### config.mk
export PLATFORM = sky130hd
export DESIGN_NAME = clkdiv_ctrl
export DESIGN_NICKNAME = d
export VERILOG_FILES = /design/src/rtl/clkdiv_pkg.sv /design/src/rtl/clkdiv_regs.sv /design/src/rtl/clkdiv_phase.sv /design/src/rtl/clkdiv_gate.sv /design/src/rtl/clkdiv_ctrl.sv
export SDC_FILE = /design/constraint.sdc
export NUM_CORES = 1
export LEC_CHECK = 0
export CORE_AREA = 3 3 41 43
export DETAILED_ROUTE_END_ITERATION = 7
export DIE_AREA = 0 0 44 46
export DONT_BUFFER_PORTS = 1
export GPL_ROUTABILITY_DRIVEN = 0
export SLEW_MARGIN = 5
export SYNTH_ARGS = -nofsm -noshare
export SYNTH_HDL_FRONTEND = slang
export SYNTH_SLANG_ARGS = --single-unit
### constraint.sdc
create_clock -name clk -period 1.4 [get_ports clk]
set_clock_uncertainty 0.05 [all_clocks]
set_input_delay 0.07 -clock clk [delete_from_list [all_inputs] [get_ports clk]]
set_output_delay 0.07 -clock clk [all_outputs]
set_load 0.01 [all_outputs]
### src/rtl/clkdiv_pkg.sv
package clkdiv_pkg;
  localparam int SEL_W    = 3;
  localparam int SHIFT_W  = 2;
  localparam int MODE_POS = 5;
  localparam int DOM_CPU  = 0;
  localparam int DOM_PER  = 1;
  localparam int NUM_DOM  = 2;

  typedef logic [SHIFT_W-1:0] shift_t;

  typedef struct packed {
    logic             whole_chip;
    logic [SEL_W-1:0] code;
  } ctrl_t;

  // select code to log2 of the division ratio
  function automatic shift_t code_to_shift(logic [SEL_W-1:0] code);
    shift_t s;
    case (code)
      3'd0:    s = 2'd0;
      3'd1:    s = 2'd1;
      3'd2:    s = 2'd2;
      default: s = 2'd3;
    endcase
    return s;
  endfunction
endpackage

### src/rtl/clkdiv_regs.sv
module clkdiv_regs
  import clkdiv_pkg::*;
#(
  parameter int DW = 8
) (
  input  logic          clk,
  input  logic          rst_n,
  input  logic          wr_en,
  input  logic [DW-1:0] wr_data,
  output logic [DW-1:0] rd_data,
  output ctrl_t         ctrl
);
  localparam logic [DW-1:0] MODE_MASK = DW'(1) << MODE_POS;
  localparam logic [DW-1:0] CODE_MASK = (DW'(1) << SEL_W) - DW'(1);

  logic [DW-1:0] reg_q;
  logic          mode_flip;

  assign mode_flip = (wr_data[MODE_POS] != reg_q[MODE_POS]);

  always_ff @(posedge clk or negedge rst_n) begin
    if (!rst_n) begin
      reg_q <= '0;
    end else if (wr_en) begin
      if (mode_flip)
        reg_q <= (reg_q & ~MODE_MASK) | (wr_data & MODE_MASK);
      else
        reg_q <= (reg_q & ~CODE_MASK) | (wr_data & CODE_MASK);
    end
  end

  assign rd_data         = reg_q;
  assign ctrl.whole_chip = reg_q[MODE_POS];
  assign ctrl.code       = reg_q[SEL_W-1:0];


  code_kept_on_mode_write_chk: assert property (@(posedge clk) disable iff (!rst_n)
    (wr_en && mode_flip) |=> (rd_data[SEL_W-1:0] == $past(rd_data[SEL_W-1:0])));
endmodule

### src/rtl/clkdiv_phase.sv
module clkdiv_phase
  import clkdiv_pkg::*;
#(
  parameter int CNT_W = 3
) (
  input  logic                      clk,
  input  logic                      rst_n,
  input  ctrl_t                     ctrl,
  output logic [CNT_W-1:0]          cnt,
  output shift_t [NUM_DOM-1:0]      dom_shift
);
  localparam logic [CNT_W-1:0] LAST = '1;

  logic   frame_end;
  shift_t req_shift;

  assign frame_end = (cnt == LAST);
  assign req_shift = code_to_shift(ctrl.code);

  always_ff @(posedge clk or negedge rst_n) begin
    if (!rst_n) begin
      cnt <= '0;
    end else begin
      cnt <= cnt + CNT_W'(1);
    end
  end

  always_ff @(posedge clk or negedge rst_n) begin
    if (!rst_n) begin
      dom_shift <= '0;
    end else if (frame_end) begin
      dom_shift[DOM_CPU] <= req_shift;
      dom_shift[DOM_PER] <= ctrl.whole_chip ? req_shift : '0;
    end
  end


  load_at_wrap_chk: assert property (@(posedge clk) disable iff (!rst_n)
    !$stable(dom_shift) |-> ($past(cnt) == LAST));


  cpu_not_faster_chk: assert property (@(posedge clk) disable iff (!rst_n)
    dom_shift[DOM_CPU] >= dom_shift[DOM_PER]);
endmodule

### src/rtl/clkdiv_gate.sv
module clkdiv_gate
  import clkdiv_pkg::*;
#(
  parameter int CNT_W = 3
) (
  input  logic                 clk,
  input  logic                 rst_n,
  input  logic [CNT_W-1:0]     cnt,
  input  shift_t [NUM_DOM-1:0] dom_shift,
  output logic [NUM_DOM-1:0]   ce
);
  for (genvar d = 0; d < NUM_DOM; d++) begin : g_dom
    logic [CNT_W-1:0] mask;
    assign mask  = (CNT_W'(1) << dom_shift[d]) - CNT_W'(1);
    assign ce[d] = ((cnt & mask) == '0);
  end


  all_on_at_zero_chk: assert property (@(posedge clk) disable iff (!rst_n)
    (cnt == '0) |-> (&ce));
endmodule

### src/rtl/clkdiv_ctrl.sv
module clkdiv_ctrl
  import clkdiv_pkg::*;
#(
  parameter int DW    = 8,
  parameter int CNT_W = 3
) (
  input  logic          clk,
  input  logic          rst_n,
  input  logic          wr_en,
  input  logic [DW-1:0] wr_data,
  output logic [DW-1:0] rd_data,
  output logic          cpu_ce,
  output logic          per_ce,
  output logic          cko_ce
);
  ctrl_t                ctrl;
  logic [CNT_W-1:0]     cnt;
  shift_t [NUM_DOM-1:0] dom_shift;
  logic [NUM_DOM-1:0]   ce;

  clkdiv_regs #(.DW(DW)) u_regs (
    .clk(clk), .rst_n(rst_n), .wr_en(wr_en), .wr_data(wr_data),
    .rd_data(rd_data), .ctrl(ctrl)
  );

  clkdiv_phase #(.CNT_W(CNT_W)) u_phase (
    .clk(clk), .rst_n(rst_n), .ctrl(ctrl), .cnt(cnt), .dom_shift(dom_shift)
  );

  clkdiv_gate #(.CNT_W(CNT_W)) u_gate (
    .clk(clk), .rst_n(rst_n), .cnt(cnt), .dom_shift(dom_shift), .ce(ce)
  );

  assign cpu_ce = ce[DOM_CPU];
  assign per_ce = ce[DOM_PER];
  assign cko_ce = ce[DOM_PER];


  cpu_implies_per_chk: assert property (@(posedge clk) disable iff (!rst_n)
    cpu_ce |-> per_ce);
endmodule

# Word-level counts from Yosys, hierarchy flattened
# Cells that the tools add are included.
[totals] regBits=15
[classes] addsub=3 n_mux=3 shifts=2 n_eq_ne=4 n_reduce_logical=3 n_bitwise=4
[op_table] cell="logical NOT 3 bit" count=3
[op_table] cell="two-way mux 8 bit" count=1
[op_table] cell="bitwise OR 8 x 3 -> 8 bit" count=1
[op_table] cell="bitwise OR 8 x 6 -> 8 bit" count=1
[op_table] cell="AND 3 bit" count=2
[op_table] cell="case mux 2 bit (3 select lines)" count=1
[op_table] cell="left shift 1 x 2 -> 3 bit (first input constant)" count=2
[op_table] cell="subtractor 3 x 2 -> 3 bit (second input constant)" count=2
[op_table] cell="adder 3 x 1 -> 3 bit (second input constant)" count=1
[op_table] cell="== test 3 x 1 -> 1 bit (second input constant)" count=1
[op_table] cell="== test 3 x 2 -> 1 bit (second input constant)" count=1
[op_table] cell="== test 3 bit (second input constant)" count=1
[op_table] cell="two-way mux 2 bit" count=1
[op_table] cell="!= test 1 bit" count=1

# Depth between registers and ports, before layout
[logic_depth] word_depth=4 ltp_mapped=4 depth_no_buf=4

# Modules after synthesis
# A second synthesis with hierarchy kept.
[hier_totals] cells_unflattened=50 area_unflattened_um2=551.8
[modules_own_cells] module="clkdiv_regs" cells_per_inst=21 area_each_um2=255.2 seq_area_each_um2=100.1 instances=1
[modules_own_cells] module="clkdiv_phase" cells_per_inst=21 area_each_um2=252.7 seq_area_each_um2=175.2 instances=1
[modules_own_cells] module="clkdiv_gate" cells_per_inst=7 area_each_um2=36.3 seq_area_each_um2=0.0 instances=1
[modules_own_cells] module="clkdiv_ctrl" cells_per_inst=1 area_each_um2=7.5 seq_area_each_um2=0.0 instances=1

# Worst setup path after synthesis
# No wires, ideal clock.
[synth_timing] path_type="reg-to-reg" start="reg u_regs.reg_q[5], in the netlist u_regs.rd_data[5]" end="reg u_regs.reg_q[5], in the netlist u_regs.rd_data[5]" period_less_slack_ps=1346 setup_ps=125 n_path_buf=0 t_arrival_ps=1171 setup_slack_ps=54 path_stages_with_launch=5 required_ps=1225 cell_sequence="dfrtp_1 -> inv_1 -> ha_1 -> nor2b_2 -> mux2_4"
[synth_between] elab_chain_len=2 word_cells_on_any_way=3 classes_between="eq/ne: 1; mux: 1; bitwise: 1"
[synth_rtl] element="from (decl)" line_no="clkdiv_regs.sv:16" text="logic [DW-1:0] reg_q;"
[synth_rtl] element="from (signal assigned)" line_no="clkdiv_regs.sv:26" text="reg_q <= (reg_q & ~MODE_MASK) | (wr_data & MODE_MASK);"
[synth_rtl] element="from (signal assigned)" line_no="clkdiv_regs.sv:28" text="reg_q <= (reg_q & ~CODE_MASK) | (wr_data & CODE_MASK);"
[synth_rtl] element="bitwise OR 8 x 3 -> 8 bit / != test 1 bit (equally long branches)" line_no="clkdiv_regs.sv:28, clkdiv_regs.sv:19"
[synth_rtl] element="two-way mux 8 bit *" line_no="clkdiv_regs.sv:25" text="if (mode_flip)"
# Every way passes the cells marked *; elsewhere a longest branch is shown, timed or not.
# A chain may end at the register's enable or synchronous reset.

# Worst setup path after layout
[layout_timing] start="reg u_regs.reg_q[5], in the netlist u_regs.rd_data[5]" end="reg u_regs.reg_q[1], in the netlist u_regs.rd_data[1]"
[layout_between] elab_chain_len=2
[layout_rtl] element="!= test 1 bit" line_no="clkdiv_regs.sv:19" text="assign mode_flip = (wr_data[MODE_POS] != reg_q[MODE_POS]);"
[layout_rtl] element="two-way mux 8 bit" line_no="clkdiv_regs.sv:25"
# Every way passes these cells.

==> results <==
- The number of I/O port buffers is 0.
- For the worst setup path, the data required time is roughly 1.5 ns.
- In the final timing run, aggregate negative setup slack is 0 ns.
- The run finished with clean final reports.
- Entering global routing, the biggest net connects 12 pins.
- The combinational family with the most area after synthesis is multiplexers.
- The clock insertion delay at the later pin of the skew report is 0.26 ns.
- The maximum vdd drop is about 0.80 mV.
- The critical path capture point type is a flip-flop.
- Of the total power, the clock network draws 0.190.
- The number of warnings reported in the yosys synthesis log is 0.
- After synthesis, the cell types taking the most area are dfrtp_1, mux2_4, buf_4.
- The simple-gate share of the synthesized area is 0.0863.
- The number of cells on the worst hold path is 2.
- The total global routing track utilization is 0.0933.
- The arithmetic-cell share of the synthesized area counting full adders, half adders and majority gates is 0.0719.
- After synthesis the netlist holds a flip-flop and latch count of 11.
- In this run the number of H-tree levels came out at 1.
- The layout cell share with drive strength beyond 1 is 0.189.
- The static leakage is 0.304 nW.
- The first-pass detailed-route iteration total is 2.
- The final layout contains 68 nets.
- The cell count after placement is 60.
- The library cell with the largest summed area after synthesis is dfrtp_1.
- The area growth from synthesis to final layout is 12.7%.
- The share of power burned in combinational logic is 0.325.
- The reg-to-reg critical path endpoint is u_regs.rd_data[1].
- After detailed routing, the number of vias per cell comes to 4.60.
- The total area of sequential cells is 275 µm².
- The data arrival at the endpoint of the critical path is between 1 and 1.5 ns.
- After floorplanning, the core was divided into 13 placement rows.
- The initial antenna violation count is 0.
- Of the post-synthesis cell area, the dominant cell type holds 0.528.
- The post-layout utilization of the core is 0.441.
- The via count of the first global-routing pass is 331.
- The share of cell area taken by muxes after synthesis is 0.115.
- The x dimension of the die is around 44 µm.
- The core region area is roughly 1300 µm².
- The max capacitance violation total is 0.
- The startpoint of the lowest-slack hold path is wr_en.
- In this run the worst hold path is classified as in -> reg.
- In the final layout, the multi-input gates occupy between 200 and 250 µm².
- The XOR/XNOR share of the synthesized area is 0.
- The startpoint of the worst register-to-register path is u_regs.rd_data[5].
- The sequential cell area fraction in the yosys report is 0.528.
- The detailed-placement wirelength estimate is 593 µm.
- The total power is 0.00111 W.
- The total routed wirelength is 766 µm.
- The detailed router finished its first iteration with 4 violations.
- The number of setup violations in the final report is 0.
- Leaving out filler cells and counting taps, the final layout contains 68.
- The peak fanout along the critical path is 3.
- The register share of total power is 0.485.
- The internal power consumption is approximately 0.00073 W.
- The starting density of the core is 0.391.
- The switching part of the total is 0.340.
- The time the final worst path needs with I/O delays and setup is 1.29 ns.
- The hold violation count in the final report is 0.
- The wire length per cell is 11.3 µm.
- In this run the post-CTS setup repair buffer count came out at 0.
- The repair_antennas step left the layout with diodes totalling 0.
- The final worst slack is 0.105 ns.
- The count of boundary I/O pins is 22.
- Measured in cells, the most critical reg-to-reg path has a length of 4.
- The filler cells instantiated in the layout total 136.
- The global-route wire length before repair is roughly 1300 µm.
- The overall die height is approximately 46 µm.
- Derived from the worst setup path, the maximum achievable clock frequency is 0.772 GHz.
- In this run the clock root is driven by a clkbuf_4.
- The type of the setup path with the least slack is reg -> reg.
- The worst hold path terminates at u_regs.rd_data[0].
- The cell count after synthesis is 46.
- Before CTS, the worst setup slack after placement is approximately 0.11 ns.
- The worst setup path is launched from a flip-flop.
- The die covers about 2000 µm².
- The compound-gate portion of the synthesized area came to 0.0911.
- The post-route DRC violation count is 0.
- Setup slack on the worst reg-to-reg path comes out at around 0.11 ns.
- The distinct cell type count after synthesis is 13.
- The final-report max-slew violation count is 0.
- The aggregate global routing overflow is 0.
- TritonCTS created 3 clock buffers.
- The clock net in this run drives a total of 11 sinks.
- The synthesized area per cell is 11.3 µm².
- The start point of the critical path is u_regs.rd_data[5].
- The largest buffer count on any clock path is 2.
- The CTS tree is yes.
- Setup repair after global routing left no endpoint under its margin.
- The ratio of final minimum period to clock period is 0.925.
- The clock transition time at the flip-flop clock pins of the worst setup and hold paths is 0.06 ns.
- The count of nets left with antenna violations after detail routing is 0.
- The reported net switching power is around 0.00038 W.
- The combined area of all synthesized cells is 522 µm².
- The total power per unit cell area is approximately 1900 nW/µm².
- The routed layout has 313 vias.
## registers in the layout (all words and copies together) (netlist names)
name,flops
u_regs.rd_data,4
u_phase.cnt,3
u_phase.dom_shift,4
## layout make-up
type	count	share of cell area
clock buffers	4	0.0447
well taps	15	0.0319
repair buffers	5	0.0809
flip-flops and latches	11	0.468
multi-input cells	29	0.349
inverters	4	0.0255
## power groups by stage
stage               Sequential, W  Combinational [W]  Clock [W]
detailed placement       0.000547           0.000349          0
global route             0.000557           0.000395   0.000236
CTS                      0.000540           0.000366   0.000226
floorplan                0.000531           0.000325          0
finish                   0.000538           0.000360   0.000211
global placement         0.000540           0.000342          0
## repair_timing
action	4_1_cts	5_1_grt
hold buffers	4	0
endpoints found under the hold margin	14	0
resized for setup	0	0
## cell usage after synthesis
| cell type | instances |
|---|---|
| a21o_1 | 2 |
| a21oi_1 | 4 |
| buf_4 | 5 |
| conb_1 | 1 |
| dfrtp_1 | 11 |
| ha_1 | 3 |
| inv_1 | 4 |
| mux2_4 | 4 |
| nand2_1 | 3 |
| nand2_2 | 1 |
| nor2_1 | 5 |
| nor2b_2 | 1 |
| o22ai_1 | 2 |
## cells by family after synthesis
kind of cell | count (synthesis)
compound gates | 8
flops | 11
simple gates | 10
fa+ha+maj | 3
buf+inv | 9
other cells | 1
mux | 4
## metal layers
layer,global-route usage,wire (µm),vias to the layer above
met2,0.145,329,23
met5,0,0,-
met3,0.0751,128,0
li1,-,-,154
met1,0.0847,308,136
met4,0.0542,0,0
## layout by cell type, fill, tap and decap left out, types with 3 or more instances in the layout
master and n:
dlygate4sd3_1 4, dfrtp_1 11, conb_1 4, nand2_1 3, a21oi_1 4, ha_1 3
nor2_1 5, inv_1 4, mux2_4 4, clkbuf_4 3
## critical path, stage by stage, from the launching register on
cell     delay, ns
dfrtp_1       0.35
inv_1         0.05
ha_1          0.30
nand2_2       0.13
mux2_4        0.30
## per-stage QoR
step,hold WS (ns),instance area (µm²)
2_1_floorplan,-0.276,533
3_3_place_gp,-0.275,522
3_5_place_dp,-0.275,522
4_1_cts,0.0186,588
5_1_grt,0.0207,588
6_report,0.0304,588
## worst max path at each step
stage,endpoint,slack [ns],depth (start not counted)
floorplan,u_regs.rd_data[5],0.05,4
global placement,u_regs.rd_data[0],0.13,4
detailed placement,u_regs.rd_data[1],0.11,4
CTS,u_regs.rd_data[1],0.1,4
global route,u_phase.dom_shift[3],0.02,4
finish,u_regs.rd_data[1],0.11,4
Power figures use the tool's default switching activity.
